==> src/rtl/srp_pkg.sv <==
// Package: shared types and frame geometry for the serial register port.
// Assumes fields are sent least significant bit first within each field.
package srp_pkg;

    // Mode bit carried in the first slot of every frame
    typedef enum logic {
        SRP_OP_WRITE = 1'b0,
        SRP_OP_READ  = 1'b1
    } srp_op_e;

    // Total frame length: mode bit, address field, data field
    function automatic int srp_frame_bits(input int addr_w, input int data_w);
        return 1 + addr_w + data_w;
    endfunction

endpackage

==> src/rtl/srp_sync.sv <==
// Module: multi-bit resynchroniser.
// Each input bit passes through STAGES flip-flops in the system clock domain.
// Assumes the inputs are slow relative to clk (at least four clk per level).
module srp_sync #(
    parameter int WIDTH  = 3,
    parameter int STAGES = 2
) (
    input  logic             clk,
    input  logic             rst_n,
    input  logic [WIDTH-1:0] din,
    output logic [WIDTH-1:0] dout
);

    logic [WIDTH-1:0] chain [STAGES];

    generate
        for (genvar s = 0; s < STAGES; s++) begin : g_stage
            if (s == 0) begin : g_first
                // Capture raw asynchronous inputs
                always_ff @(posedge clk) begin
                    if (!rst_n) chain[0] <= '0;
                    else        chain[0] <= din;
                end
            end else begin : g_next
                // Move each bit one stage further along the chain
                always_ff @(posedge clk) begin
                    if (!rst_n) chain[s] <= '0;
                    else        chain[s] <= chain[s-1];
                end
            end
        end
    endgenerate

    assign dout = chain[STAGES-1];

endmodule

==> src/rtl/srp_edge.sv <==
// Module: serial clock edge detector.
// Turns a resynchronised serial clock into one-cycle rise and fall pulses.
// Assumes the input is already in the clk domain.
module srp_edge (
    input  logic clk,
    input  logic rst_n,
    input  logic sclk_s,
    output logic rise,
    output logic fall
);

    logic sclk_q;

    // Hold the previous serial clock level
    always_ff @(posedge clk) begin
        if (!rst_n) sclk_q <= 1'b0;
        else        sclk_q <= sclk_s;
    end

    assign rise = sclk_s & ~sclk_q;
    assign fall = ~sclk_s & sclk_q;

endmodule

==> src/rtl/srp_rx.sv <==
// Module: frame receiver.
// Counts rising edges, collects the mode, address and data bits LSB first,
// and issues the write strobe or read request. Deselect clears the frame.
// Assumes rise pulses are one clk wide and sdin_s is aligned with them.
module srp_rx
    import srp_pkg::*;
#(
    parameter int ADDR_W = 7,
    parameter int DATA_W = 8,
    parameter int FRAME  = srp_frame_bits(ADDR_W, DATA_W),
    parameter int CNT_W  = $clog2(FRAME + 1)
) (
    input  logic              clk,
    input  logic              rst_n,
    input  logic              sel_s,
    input  logic              rise,
    input  logic              sdin_s,
    output logic              wr_stb,
    output logic              rd_stb,
    output logic              rd_phase,
    output logic [ADDR_W-1:0] reg_addr,
    output logic [DATA_W-1:0] wr_data,
    output logic [CNT_W-1:0]  bit_cnt
);

    localparam logic [CNT_W-1:0] LAST_ADDR = CNT_W'(ADDR_W);
    localparam logic [CNT_W-1:0] LAST_BIT  = CNT_W'(FRAME - 1);
    localparam logic [CNT_W-1:0] FULL      = CNT_W'(FRAME);

    srp_op_e op;

    // Position counter: advances per rising edge, saturates at a full frame
    always_ff @(posedge clk) begin
        if (!rst_n || !sel_s)               bit_cnt <= '0;
        else if (rise && bit_cnt != FULL)   bit_cnt <= bit_cnt + 1'b1;
    end

    // Field capture: mode in slot 0, then address, then data, LSB first
    always_ff @(posedge clk) begin
        if (!rst_n) begin
            op       <= SRP_OP_WRITE;
            reg_addr <= '0;
            wr_data  <= '0;
        end else if (sel_s && rise && bit_cnt != FULL) begin
            if (bit_cnt == '0)
                op <= srp_op_e'(sdin_s);
            else if (bit_cnt <= LAST_ADDR)
                reg_addr <= {sdin_s, reg_addr[ADDR_W-1:1]};
            else
                wr_data  <= {sdin_s, wr_data[DATA_W-1:1]};
        end
    end

    // Strobe generation: one-cycle pulses at the end of each field
    always_ff @(posedge clk) begin
        if (!rst_n || !sel_s) begin
            wr_stb <= 1'b0;
            rd_stb <= 1'b0;
        end else begin
            wr_stb <= rise && bit_cnt == LAST_BIT  && op == SRP_OP_WRITE;
            rd_stb <= rise && bit_cnt == LAST_ADDR && op == SRP_OP_READ;
        end
    end

    // Read data phase flag: set once the address of a read is complete
    always_ff @(posedge clk) begin
        if (!rst_n || !sel_s)
            rd_phase <= 1'b0;
        else if (rise && bit_cnt == LAST_ADDR && op == SRP_OP_READ)
            rd_phase <= 1'b1;
    end

endmodule

==> src/rtl/srp_tx.sv <==
// Module: read data transmitter.
// Captures register data on the read request, then shifts it out LSB first,
// one bit per serial clock falling edge, and drives the output enable.
// Assumes at least one clk separates rd_stb from the next fall pulse.
module srp_tx #(
    parameter int DATA_W = 8
) (
    input  logic              clk,
    input  logic              rst_n,
    input  logic              sel_s,
    input  logic              rd_stb,
    input  logic              rd_phase,
    input  logic              fall,
    input  logic [DATA_W-1:0] rd_data,
    output logic              sdo,
    output logic              sdo_oe
);

    logic [DATA_W-1:0] shreg;

    // Shift register: load on request, empty one bit per falling edge
    always_ff @(posedge clk) begin
        if (!rst_n || !sel_s)         shreg <= '0;
        else if (rd_stb)              shreg <= rd_data;
        else if (fall && rd_phase)    shreg <= {1'b0, shreg[DATA_W-1:1]};
    end

    // Output bit and enable: update only on falling edges during a read
    always_ff @(posedge clk) begin
        if (!rst_n || !sel_s) begin
            sdo    <= 1'b0;
            sdo_oe <= 1'b0;
        end else if (fall && rd_phase) begin
            sdo    <= shreg[0];
            sdo_oe <= 1'b1;
        end
    end

endmodule

==> src/rtl/srp_port.sv <==
// Module: serial register access port (top).
// Resynchronises the select, clock and data inputs, detects clock edges,
// decodes frames and returns read data. The pad buffer drives sdo when
// sdo_oe is high and floats otherwise.
// Assumes clk runs at least four times faster than sclk, and that rd_data
// is valid combinationally while rd_stb is high.
module srp_port #(
    parameter int ADDR_W      = 7,
    parameter int DATA_W      = 8,
    parameter int SYNC_STAGES = 2
) (
    input  logic              clk,
    input  logic              rst_n,
    input  logic              sel,
    input  logic              sclk,
    input  logic              sdin,
    output logic              sdo,
    output logic              sdo_oe,
    output logic              wr_stb,
    output logic              rd_stb,
    output logic [ADDR_W-1:0] reg_addr,
    output logic [DATA_W-1:0] wr_data,
    input  logic [DATA_W-1:0] rd_data
);

    localparam int FRAME = srp_pkg::srp_frame_bits(ADDR_W, DATA_W);
    localparam int CNT_W = $clog2(FRAME + 1);

    logic [2:0]       sync_out;
    logic             sel_s, sclk_s, sdin_s;
    logic             sclk_rise, sclk_fall;
    logic             rd_phase;
    logic [CNT_W-1:0] bit_cnt;

    srp_sync #(.WIDTH(3), .STAGES(SYNC_STAGES)) u_sync (
        .clk  (clk),
        .rst_n(rst_n),
        .din  ({sel, sclk, sdin}),
        .dout (sync_out)
    );

    assign {sel_s, sclk_s, sdin_s} = sync_out;

    srp_edge u_edge (
        .clk   (clk),
        .rst_n (rst_n),
        .sclk_s(sclk_s),
        .rise  (sclk_rise),
        .fall  (sclk_fall)
    );

    srp_rx #(.ADDR_W(ADDR_W), .DATA_W(DATA_W), .FRAME(FRAME), .CNT_W(CNT_W)) u_rx (
        .clk     (clk),
        .rst_n   (rst_n),
        .sel_s   (sel_s),
        .rise    (sclk_rise),
        .sdin_s  (sdin_s),
        .wr_stb  (wr_stb),
        .rd_stb  (rd_stb),
        .rd_phase(rd_phase),
        .reg_addr(reg_addr),
        .wr_data (wr_data),
        .bit_cnt (bit_cnt)
    );

    srp_tx #(.DATA_W(DATA_W)) u_tx (
        .clk     (clk),
        .rst_n   (rst_n),
        .sel_s   (sel_s),
        .rd_stb  (rd_stb),
        .rd_phase(rd_phase),
        .fall    (sclk_fall),
        .rd_data (rd_data),
        .sdo     (sdo),
        .sdo_oe  (sdo_oe)
    );

endmodule

==> config.mk <==
export PLATFORM = sky130hd
export DESIGN_NAME = srp_port
export DESIGN_NICKNAME = d
export VERILOG_FILES = /design/src/rtl/srp_pkg.sv /design/src/rtl/srp_sync.sv /design/src/rtl/srp_edge.sv /design/src/rtl/srp_rx.sv /design/src/rtl/srp_tx.sv /design/src/rtl/srp_port.sv
export SDC_FILE = /design/constraint.sdc
export NUM_CORES = 1
export LEC_CHECK = 0
export BUFFER_PORTS_ARGS = -buffer_cell sky130_fd_sc_hd__buf_2
export CAP_MARGIN = 20
export CORE_ASPECT_RATIO = 1.5
export CORE_MARGIN = 2
export CORE_UTILIZATION = 53
export DETAILED_ROUTE_END_ITERATION = 10
export PLACE_DENSITY_LB_ADDON = 0.15
export SETUP_SLACK_MARGIN = 0.3
export SLEW_MARGIN = 10
export SYNTH_ARGS = -nofsm -noshare
export SYNTH_HDL_FRONTEND = slang
export SYNTH_SLANG_ARGS = --single-unit
==> constraint.sdc <==
create_clock -name clk -period 2 [get_ports clk]
set_input_delay 0.2 -clock clk [delete_from_list [all_inputs] [get_ports clk]]
set_output_delay 0.2 -clock clk [all_outputs]
set_load 0.005 [all_outputs]
# After elaboration in Yosys (flattened, before gate mapping)
# Memories as Yosys holds them, arrays and structs flattened.
# Index checks and enable logic that the tools add are counted.
totals:
  regBits: 35
  ram_bits: 6
  output_inout_bits: 19
  mem_count: 1
classes:
  add_sub_neg: 1
  n_lt_le_gt_ge: 1
  n_eq_ne: 3
  n_mux: 6
  bitwise: 9
  reduce_logical: 16
mem_list:
  columns: ["memory", "words", "width", "read_ports", "rd_ports_with_merged_regs", "wr", "line_no", "source"]
  rows:
  - ["u_sync.chain", 2, 3, 2, 0, 2, "srp_sync.sv:14", "logic [WIDTH-1:0] chain [STAGES];"]
op_table:
  columns: ["operator", "n"]
  rows:
  - ["2-to-1 mux 8 bit", 2]
  - ["logical AND 1 bit", 8]
  - ["2-to-1 mux 3 bit", 2]
  - ["AND reduction 3 bit", 2]
  - ["adder 5 x 1 -> 5 bit, second input constant", 1]
  - ["equality test 5 x 3 -> 1 bit, second input constant", 1]
  - ["equality test 5 x 4 -> 1 bit, second input constant", 1]
  - ["less-or-equal comparator 5 x 3 -> 1 bit, second input constant", 1]
  - ["logical NOT 5 bit", 1]
  - ["!= test 5 bit, second input constant", 1]
  - ["NOT 1 bit", 5]
  - ["AND 1 bit", 2]
  - ["logical NOT 1 bit", 2]
  - ["2-to-1 mux 1 bit", 2]
  - ["bitwise OR 1 bit", 2]
  - ["AND reduction 2 bit", 1]
  - ["nonzero test 2 bit", 1]
  - ["logical OR 1 bit", 1]

# Longest topological paths before layout
# Gate-level depths: netlist of run 1.
depth:
  ltp_word: 5
  mapped_depth: 6
  ltp_nobuf: 5

# Cells and area by module
# Synthesis of run 1 repeated with hierarchy kept, for this count alone.
unflattened:
  cells_unflattened: 166
  hier_area_um2: 1651.6
by_module_without_submodules:
  columns: ["module", "n_inst", "cells_each", "area_each_um2"]
  rows:
  - ["srp_rx", 1, 99, 1002.2]
  - ["srp_tx", 1, 51, 452.9]
  - ["srp_sync", 1, 12, 157.7]
  - ["srp_edge", 1, 4, 38.8]

# Least setup slack after synthesis of run 1
# No wires, ideal clock.
synth_path:
  path_kind: "register -> register"
  from: "register u_rx.bit_cnt[0]"
  to: "register u_rx.op"
  arrival_time_ns: 1.435
  path_slack_ns: 0.429
  path_stages_with_launch: 6
  n_path_buf: 0
  synth_period_minus_slack_ns: 1.571
  path_cell_list: "dfxtp_1 -> inv_1 -> ha_1 -> or3b_2 -> o311ai_0 -> o41ai_1"
synth_between:
  elab_chain_cells: 3
  word_cells_on_any_way: 4
synth_lines:
  columns: ["element", "line_no", "source"]
  rows:
  - ["from (decl)", "srp_rx.sv:23", "output logic [CNT_W-1:0] bit_cnt"]
  - ["from (signal assigned)", "srp_rx.sv:35", "else if (rise && bit_cnt != FULL) bit_cnt <= bit_cnt + 1'b1;"]
  - ["!= test 5 bit", "srp_rx.sv:44", "end else if (sel_s && rise && bit_cnt != FULL) begin"]
  - ["logical AND 1 bit", "srp_rx.sv:44", null]
  - ["AND reduction 2 bit (no source line) *", null, null]
  - ["to (signal assigned)", "srp_rx.sv:46", "op <= srp_op_e'(sdin_s);"]
  - ["to (decl)", "srp_rx.sv:30", "srp_op_e op;"]
# Every way passes the cells marked *; elsewhere a longest branch is shown, timed or not.
# A chain may end at the register's enable or synchronous reset.

# Worst setup path in the final report of run 1
layout_path:
  from: "register u_rx.bit_cnt[0]"
  to: "register u_rx.reg_addr[1]"
layout_between:
  elab_chain_cells: 3
  word_cells_on_any_way: 6
layout_lines:
  columns: ["element", "line_no", "source"]
  rows:
  - ["parallel branches: the longest is 2 deep, another holds less-or-equal comparator 5 x 3 -> 1 bit", null, null]
  - ["AND reduction 3 bit (no source line) *", null, null]
  - ["to (signal assigned)", "srp_rx.sv:48", "reg_addr <= {sdin_s, reg_addr[ADDR_W-1:1]};"]
  - ["to (decl)", "srp_rx.sv:21", "output logic [ADDR_W-1:0] reg_addr,"]
# Every way passes the cells marked *.

==> results of run 1 <==
layout make-up:
cell class              instances  area [sq um]
clock inverters                 3          22.5
inverters                       7          26.3
multi-input cells             105           739
flip-flops and latches         41           822
clock buffers                   5          68.8
well taps                      39          48.8
fillers                       240           991
repair buffers                 34           194
worst min-delay path by stage:
stage                     startpoint                 end  slack (ns)  cells after the start
after floorplan                 sdin  u_sync.chain[0][0]        0.33                      1
after global placement          sdin  u_sync.chain[0][0]        0.41                      2
after detailed placement        sdin  u_sync.chain[0][0]        0.41                      2
after CTS                       sdin  u_sync.chain[0][0]         0.1                      2
after global routing            sdin  u_sync.chain[0][0]        0.11                      2
final                           sdin  u_sync.chain[0][0]        0.10                      2
flip-flops by register name (all words and copies together) (netlist names):
| register | flops |
|---|---|
| u_rx.rd_stb | 1 |
| u_rx.wr_data | 8 |
| u_sync.chain | 6 |
| u_rx.reg_addr | 7 |
| u_rx.wr_stb | 1 |
| u_rx.rd_phase | 1 |
| u_tx.sdo | 1 |
| u_edge.sclk_q | 1 |
| u_rx.op | 1 |
| u_rx.bit_cnt | 5 |
| u_tx.shreg | 8 |
| u_tx.sdo_oe | 1 |
per-layer routing:
layer | routed length, um | part of all wire, % | up-vias
met5 | 0 | 0 | -
met4 | 89 | 3.0 | 0
met3 | 123 | 4.2 | 11
met2 | 1530 | 52 | 30
met1 | 1210 | 41 | 580
li1 | - | - | 630
report_power, final:
group | internal (W) | switching [W]
logic | 0.0000146 | 0.0000172
registers | 0.000822 | 0.00000235
clock network | 0.000244 | 0.000295
worst max-delay path, stage by stage (launching register included):
cell and delay [ns]:
dfxtp_2 0.34, inv_1 0.09, ha_2 0.20, or3b_4 0.40, nand4b_1 0.17, buf_12 0.15
mux2i_1 0.17
cell usage after synthesis (all sizes together):
cell,instances,area [sq um]
dfxtp,41,821
mux2i,23,230
nand2,18,67.6
nor2,10,37.5
a211oi,8,72.6
and2,8,51.3
a21oi,7,35.0
inv,7,26.3
clkbuf,5,18.8
nand3,5,25.0
o21ai,4,20.0
ha,3,37.5
buf,2,12.5
nand2b,2,12.5
nand3b,2,15.0
nand4b,2,17.5
a21o,1,7.51
a41oi,1,8.76
and3,1,7.51
and4bb,1,16.3
nor2b,1,6.26
nor3,1,5.00
nor4,1,6.26
o311ai,1,8.76
o41ai,1,8.76
or3,1,6.26
or3b,1,8.76
or4,1,7.51
or4bb,1,12.5
timing repair:
action                     in CTS  in global routing
setup buffers                   1                  0
gates resized for setup         1                  5
setup endpoints to repair       8                 16
cloned                          0                  0
pin swaps                       0                  1
through the flow:
step | hold slack, ns | instance area (sq um) | power (W) | setup WS [ns] | utilization (%)
6_report | 0.100 | 1920 | 0.00140 | 0.418 | 66.0
5_1_grt | 0.106 | 1920 | 0.00144 | 0.300 | 66.0
4_1_cts | 0.0967 | 1910 | 0.00140 | 0.306 | 65.5
3_5_place_dp | 0.410 | 1800 | 0.000876 | 0.166 | 61.7
3_3_place_gp | 0.407 | 1800 | 0.000874 | 0.291 | 61.7
2_1_floorplan | 0.327 | 1610 | 0.000860 | 0.429 | -
kinds of logic (layout without fill, tap and decap cells):
group,count (synthesis),count (layout)
simple gates,56,56
compound gates,23,23
mux,23,23
buf+inv,14,49
flops,41,41
fa+ha+maj,3,3
==> flow_metrics.tcl, run 1 <==
set metrics [dict create \
    syn_to_final_growth_pct 19.3 \
    drv_slew 0 \
    core_sq_mm 0.00291 \
    synthSimpleGateAreaFrac_pct 18.8 \
    max_freq_mhz 632 \
    vias 1251 \
    syn_nets 176 \
    synth_cell_type_count 32 \
    wl_mm 2.95 \
    firstDrtPassIters 4 \
    avgViaCountPerCell 5.35 \
    endpoint_kind "register" \
    layout.cells.non_filler 234 \
    antenna_found_initial 0 \
    synth-seq-area-share_pct 51.0 \
    ioPinCount 32 \
    cp-endpoint "u_rx.reg_addr[1]" \
    r2r_cells 6 \
    setup_tns_ns 0 \
    clockBufferDepth 2 \
    setup_viol 0 \
    cp.required_ns 2.23 \
    syn_area_sq_mm 0.00161 \
    cts.clk_slew.worst_paths_ns 0.08 \
    post_drt_wl_per_cell_um 12.6 \
    start_kind "register" \
    status "complete, no violations" \
    final_layout_size_suffix_gt1_share_pct 26.2 \
    p_leak_nw 0.815 \
    grt_pass1_wl_mm 5.24 \
    grt_use_met1_pct 20.7 \
    gp_congestion 0.741 \
    synth.area.mux_share_pct 14.3 \
    cp.arrival_ns 1.81 \
    cts_sinks 41 \
    synth_area_per_cell_sq_um 10.1 \
    cp-startpoint "u_rx.bit_cnt[0]" \
    cts_tree "done" \
    critPathKind "register to register" \
    drv_cap 0 \
    drt_iter0_drc 21 \
    die_w_um 49.0 \
    tightest_slew_ns 0.600 \
    hold_viol_final 0 \
    ff2ff_setup_slack_ns 0.42 \
    initial_utilization_pct 55.3 \
    postRouteAntennaNets 0 \
    grt_max_degree 25 \
    r2r_end "u_rx.reg_addr[1]" \
    synth_top_family_by_area "simple AND/OR/NAND/NOR gates" \
    clk_latency_ns 0.30 \
    rows 24 \
    dp_cells 225 \
    drc 0 \
    htree_levels 2 \
    synth_cells 160 \
    synthXorXnorAreaFrac_pct 0 \
    rsz0062_at_grt "false" \
    dp_hpwl_mm 2.15 \
    hold_path.class "primary input to register" \
    overflow 0 \
    cts_buffers 5 \
    finalCriticalPeriod_ns 1.58 \
    power_density_mw_per_mm2 726 \
    crit_fanout 7 \
    final_cell_mix "40 x dfxtp_1, 31 x buf_2, 23 x mux2i_1" \
    holdBufCountCts 0 \
    nNetsFinal 210 \
    numPortBuffers 31 \
    cts_root_buffer "clkbuf_8" \
    die_y_um 71.5 \
    synth_compound_area_share_pct 10.0 \
    die_area_sq_mm 0.00350 \
    grt_use_total_pct 19.1 \
    synth-adder-area-share_pct 2.33 \
    ys_seq_elements 41 \
    relSlewSlack_pct 59.9 \
    layout_commonest_cell "dfxtp_1" \
    n_antenna_cell 0 \
    busiest_layer "met2" \
    ys_warn_count 0 \
    reg2reg_from "u_rx.bit_cnt[0]" \
    met3_usage_pct 3.96 \
    vdd_drop_max_mv 0.714 \
    period_share_pct 79.1 \
    grt.met2_usage_pct 33.9 \
    grt_pass1_vias 1242 \
    fin_skew_ns 0.00687 \
]
Note: power is estimated with default switching activity, not from simulation.
==> run 2: changes to the inputs <==
--- a/config.mk
+++ b/config.mk
@@ -5,11 +5,12 @@
 export SDC_FILE = /design/constraint.sdc
 export NUM_CORES = 1
 export LEC_CHECK = 0
+export ABC_AREA = 1
 export BUFFER_PORTS_ARGS = -buffer_cell sky130_fd_sc_hd__buf_2
 export CAP_MARGIN = 20
 export CORE_ASPECT_RATIO = 1.5
 export CORE_MARGIN = 2
-export CORE_UTILIZATION = 53
+export CORE_UTILIZATION = 54
 export DETAILED_ROUTE_END_ITERATION = 10
 export PLACE_DENSITY_LB_ADDON = 0.15
 export SETUP_SLACK_MARGIN = 0.3
==> constraint.sdc (replaced) <==
create_clock -name clk -period 1.5 [get_ports clk]
set_input_delay 0.15 -clock clk [delete_from_list [all_inputs] [get_ports clk]]
set_output_delay 0.15 -clock clk [all_outputs]
set_load 0.005 [all_outputs]
==> flow_metrics.tcl, run 2 <==
set metrics [dict create \
    status "complete, no violations" \
    nFillCells 270 \
    hold_viol_final 0 \
    die_area_sq_mm 0.00369 \
    relSlewSlack_pct 84.0 \
    syn_nets 256 \
    setup_viol 0 \
    drt_iter0_drc 31 \
    start_kind "register" \
    final_layout_size_suffix_gt1_share_pct 28.2 \
    dp_hpwl_mm 2.10 \
    drv_slew 0 \
    p_seq_share_pct 54.7 \
    max_freq_mhz 743 \
    drc 0 \
    dpl_worst_slack_ns 0.156 \
    power_switching_w 0.000411 \
    nNetsFinal 299 \
    cp-endpoint "u_rx.wr_data[6]" \
    setup_tns_ns 0 \
    wl_mm 3.27 \
    syn_to_final_growth_pct 27.6 \
    synth_area_leaders "dfxtp_1 47%, nand2_1 12%, nor2_1 9.5%" \
    ioPinCount 32 \
    initial_utilization_pct 56.0 \
    switching_share_pct 20.5 \
    final_cell_mix "53 x nand2_1, 42 x nor2_1, 36 x inv_1, 36 x dfxtp_1, 31 x buf_2" \
    vdd_drop_max_mv 0.773 \
    r2r_end "u_rx.wr_data[6]" \
    synth_common_cells "54 x nand2_1, 44 x nor2_1, 42 x inv_1" \
    die_y_um 73.4 \
    hold_path.class "primary input to register" \
    cp-startpoint "u_rx.bit_cnt[0]" \
    drv_cap 0 \
    period_share_pct 89.7 \
    clockBufferDepth 2 \
    post_drt_wl_per_cell_um 10.1 \
    grt_use_total_pct 20.5 \
    seqCellArea_sq_um 832 \
    n_antenna_cell 0 \
    overflow 0 \
    gp_congestion 0.823 \
    p_leak_nw 0.961 \
    cp.arrival_ns 1.58 \
    grt_pass1_vias 1431 \
    ys_async_sr_fraction_pct 0 \
    ys_seq_elements 41 \
    synth.largest_area_cell "dfxtp_1" \
    p_int_w 0.00160 \
    endpoint_kind "register" \
    combPwrFrac_pct 3.2 \
    postRouteAntennaNets 0 \
    layout_commonest_cell "nand2_1" \
    syn_area_sq_mm 0.00173 \
    power_density_mw_per_mm2 906 \
    critPathKind "register to register" \
    yosys.area.top_type_share_pct 47.3 \
    ff2ff_setup_slack_ns 0.15 \
    r2r_cells 9 \
    ys.flop_type "dfxtp_1" \
    yosysMostFrequentCell "nand2_1" \
    cts_sinks 41 \
    vias 1504 \
    cts_tree "done" \
    pwr-share-clk_pct 42.1 \
    cts_buffers 5 \
    multiInputGateArea_sq_um 810 \
    firstDrtPassIters 4 \
    numPortBuffers 31 \
    reg2reg_from "u_rx.bit_cnt[0]" \
    holdBufCountCts 0 \
    htree_levels 2 \
    rows 25 \
    reg_top3 "u_rx.wr_data x8, u_tx.shreg x8, u_rx.reg_addr x7" \
    grt_pass1_wl_mm 5.75 \
    synth-seq-area-share_pct 47.3 \
    clk_latency_ns 0.30 \
    synth_edf_count 0 \
    core_sq_mm 0.00310 \
    antenna_found_initial 0 \
    avgViaCountPerCell 4.64 \
    die_w_um 50.3 \
    grt_max_degree 24 \
    cp.required_ns 1.73 \
    tightest_slew_ns 0.239 \
    cts_root_buffer "clkbuf_8" \
    ys_warn_count 0 \
    synth_cells 240 \
    fin_skew_ns 0.00716 \
    fin_ws_ns 0.154 \
    synth_cell_type_count 24 \
    finalCriticalPeriod_ns 1.35 \
    crit_fanout 16 \
    rsz0062_at_grt "true" \
    cts.clk_slew.worst_paths_ns 0.07 \
    synth_area_per_cell_sq_um 7.23 \
]
==> run 2: cell types whose count changed in the layout (fill, tap and decap cells not counted), sizes merged, moves of 8 or more <==
cell | previous run | this run
nand2 | 18 | 56
and2 | 8 | 0
nor3 | 1 | 10
nor2 | 10 | 49
a211oi | 8 | 0
mux2i | 23 | 0
inv | 7 | 43
==> run 2: how the worst min path moves through the flow <==
stage / startpoint / endpoint / slack (ns) / cells past startpoint
final: sclk / u_sync.chain[0][1] / 0.03 / 3
after global routing: sclk / u_sync.chain[0][1] / 0.04 / 3
after CTS: sdin / u_sync.chain[0][0] / 0.03 / 3
after detailed placement: sclk / u_sync.chain[0][1] / 0.34 / 3
after global placement: sclk / u_sync.chain[0][1] / 0.33 / 3
after floorplan: sdin / u_sync.chain[0][0] / 0.25 / 2
==> run 2: layer usage <==
layer / wire length (um) / vias up / part of all wire (%) / track usage [%]
li1: - / 821 / - / -
met1: 1370 / 642 / 42 / 21.6
met2: 1650 / 29 / 51 / 35.8
met3: 134 / 12 / 4.1 / 5.69
met4: 119 / 0 / 3.6 / 12.3
met5: 0 / - / 0 / 0
==> run 2: what timing repair did <==
item	in CTS	in global routing
gates resized for setup	4	19
setup endpoints to repair	20	24
endpoints found under the hold margin	0	0
setup buffers	1	5
pin swaps	2	10
cloned	1	0
==> run 2: final cells by class <==
| class | instances | area share [%] |
|---|---|---|
| flip-flops and latches | 41 | 37.6 |
| multi-input cells | 151 | 36.6 |
| repair buffers | 41 | 11.1 |
| inverters | 43 | 7.41 |
| clock buffers | 8 | 5.03 |
| well taps | 40 | 2.26 |
==> run 2: cells by family (layout without fill, tap and decap cells) <==
group | Yosys count | after routing | share of synthesized area (%)
AOI/OAI and AO/OA | 23 | 23 | 6.93
adders and majority gates | 3 | 3 | 2.16
buffers and inverters | 49 | 92 | 11.5
DFF | 41 | 41 | 47.3
muxes | 1 | 1 | 0.649
and+or+nand+nor | 123 | 124 | 31.4
==> run 2: power groups by stage <==
stage          registers (W)  logic (W)  clock network [W]
2_1_floorplan        0.00112  0.0000356                  0
3_3_place_gp         0.00112  0.0000601                  0
3_5_place_dp         0.00112  0.0000609                  0
4_1_cts              0.00110  0.0000622           0.000869
5_1_grt              0.00110  0.0000732           0.000908
6_report             0.00110  0.0000645           0.000844
==> run 2: critical path, cell delays in order (launching register included) <==
cell and delay, ns:
dfxtp_4 0.36, inv_2 0.09, ha_4 0.16, nand4_4 0.11, nand2_4 0.15, nor2_4 0.06, buf_12 0.14, nand2_1 0.06
nand2_1 0.05, nor2_1 0.09
==> run 2: per-stage QoR <==
| stage | hold WS, ns | cells | instance area (sq um) | util [%] | power, W |
|---|---|---|---|---|---|
| 6_report | 0.0329 | 324 | 2210 | 71.5 | 0.00201 |
| 4_1_cts | 0.0253 | 319 | 2130 | 68.7 | 0.00203 |
| 3_5_place_dp | 0.337 | 309 | 1980 | 63.9 | 0.00119 |
| 2_1_floorplan | 0.248 | 240 | 1780 | - | 0.00116 |
| 3_3_place_gp | 0.332 | 309 | 1980 | 63.9 | 0.00118 |
| 5_1_grt | 0.0385 | 324 | 2210 | 71.5 | 0.00208 |
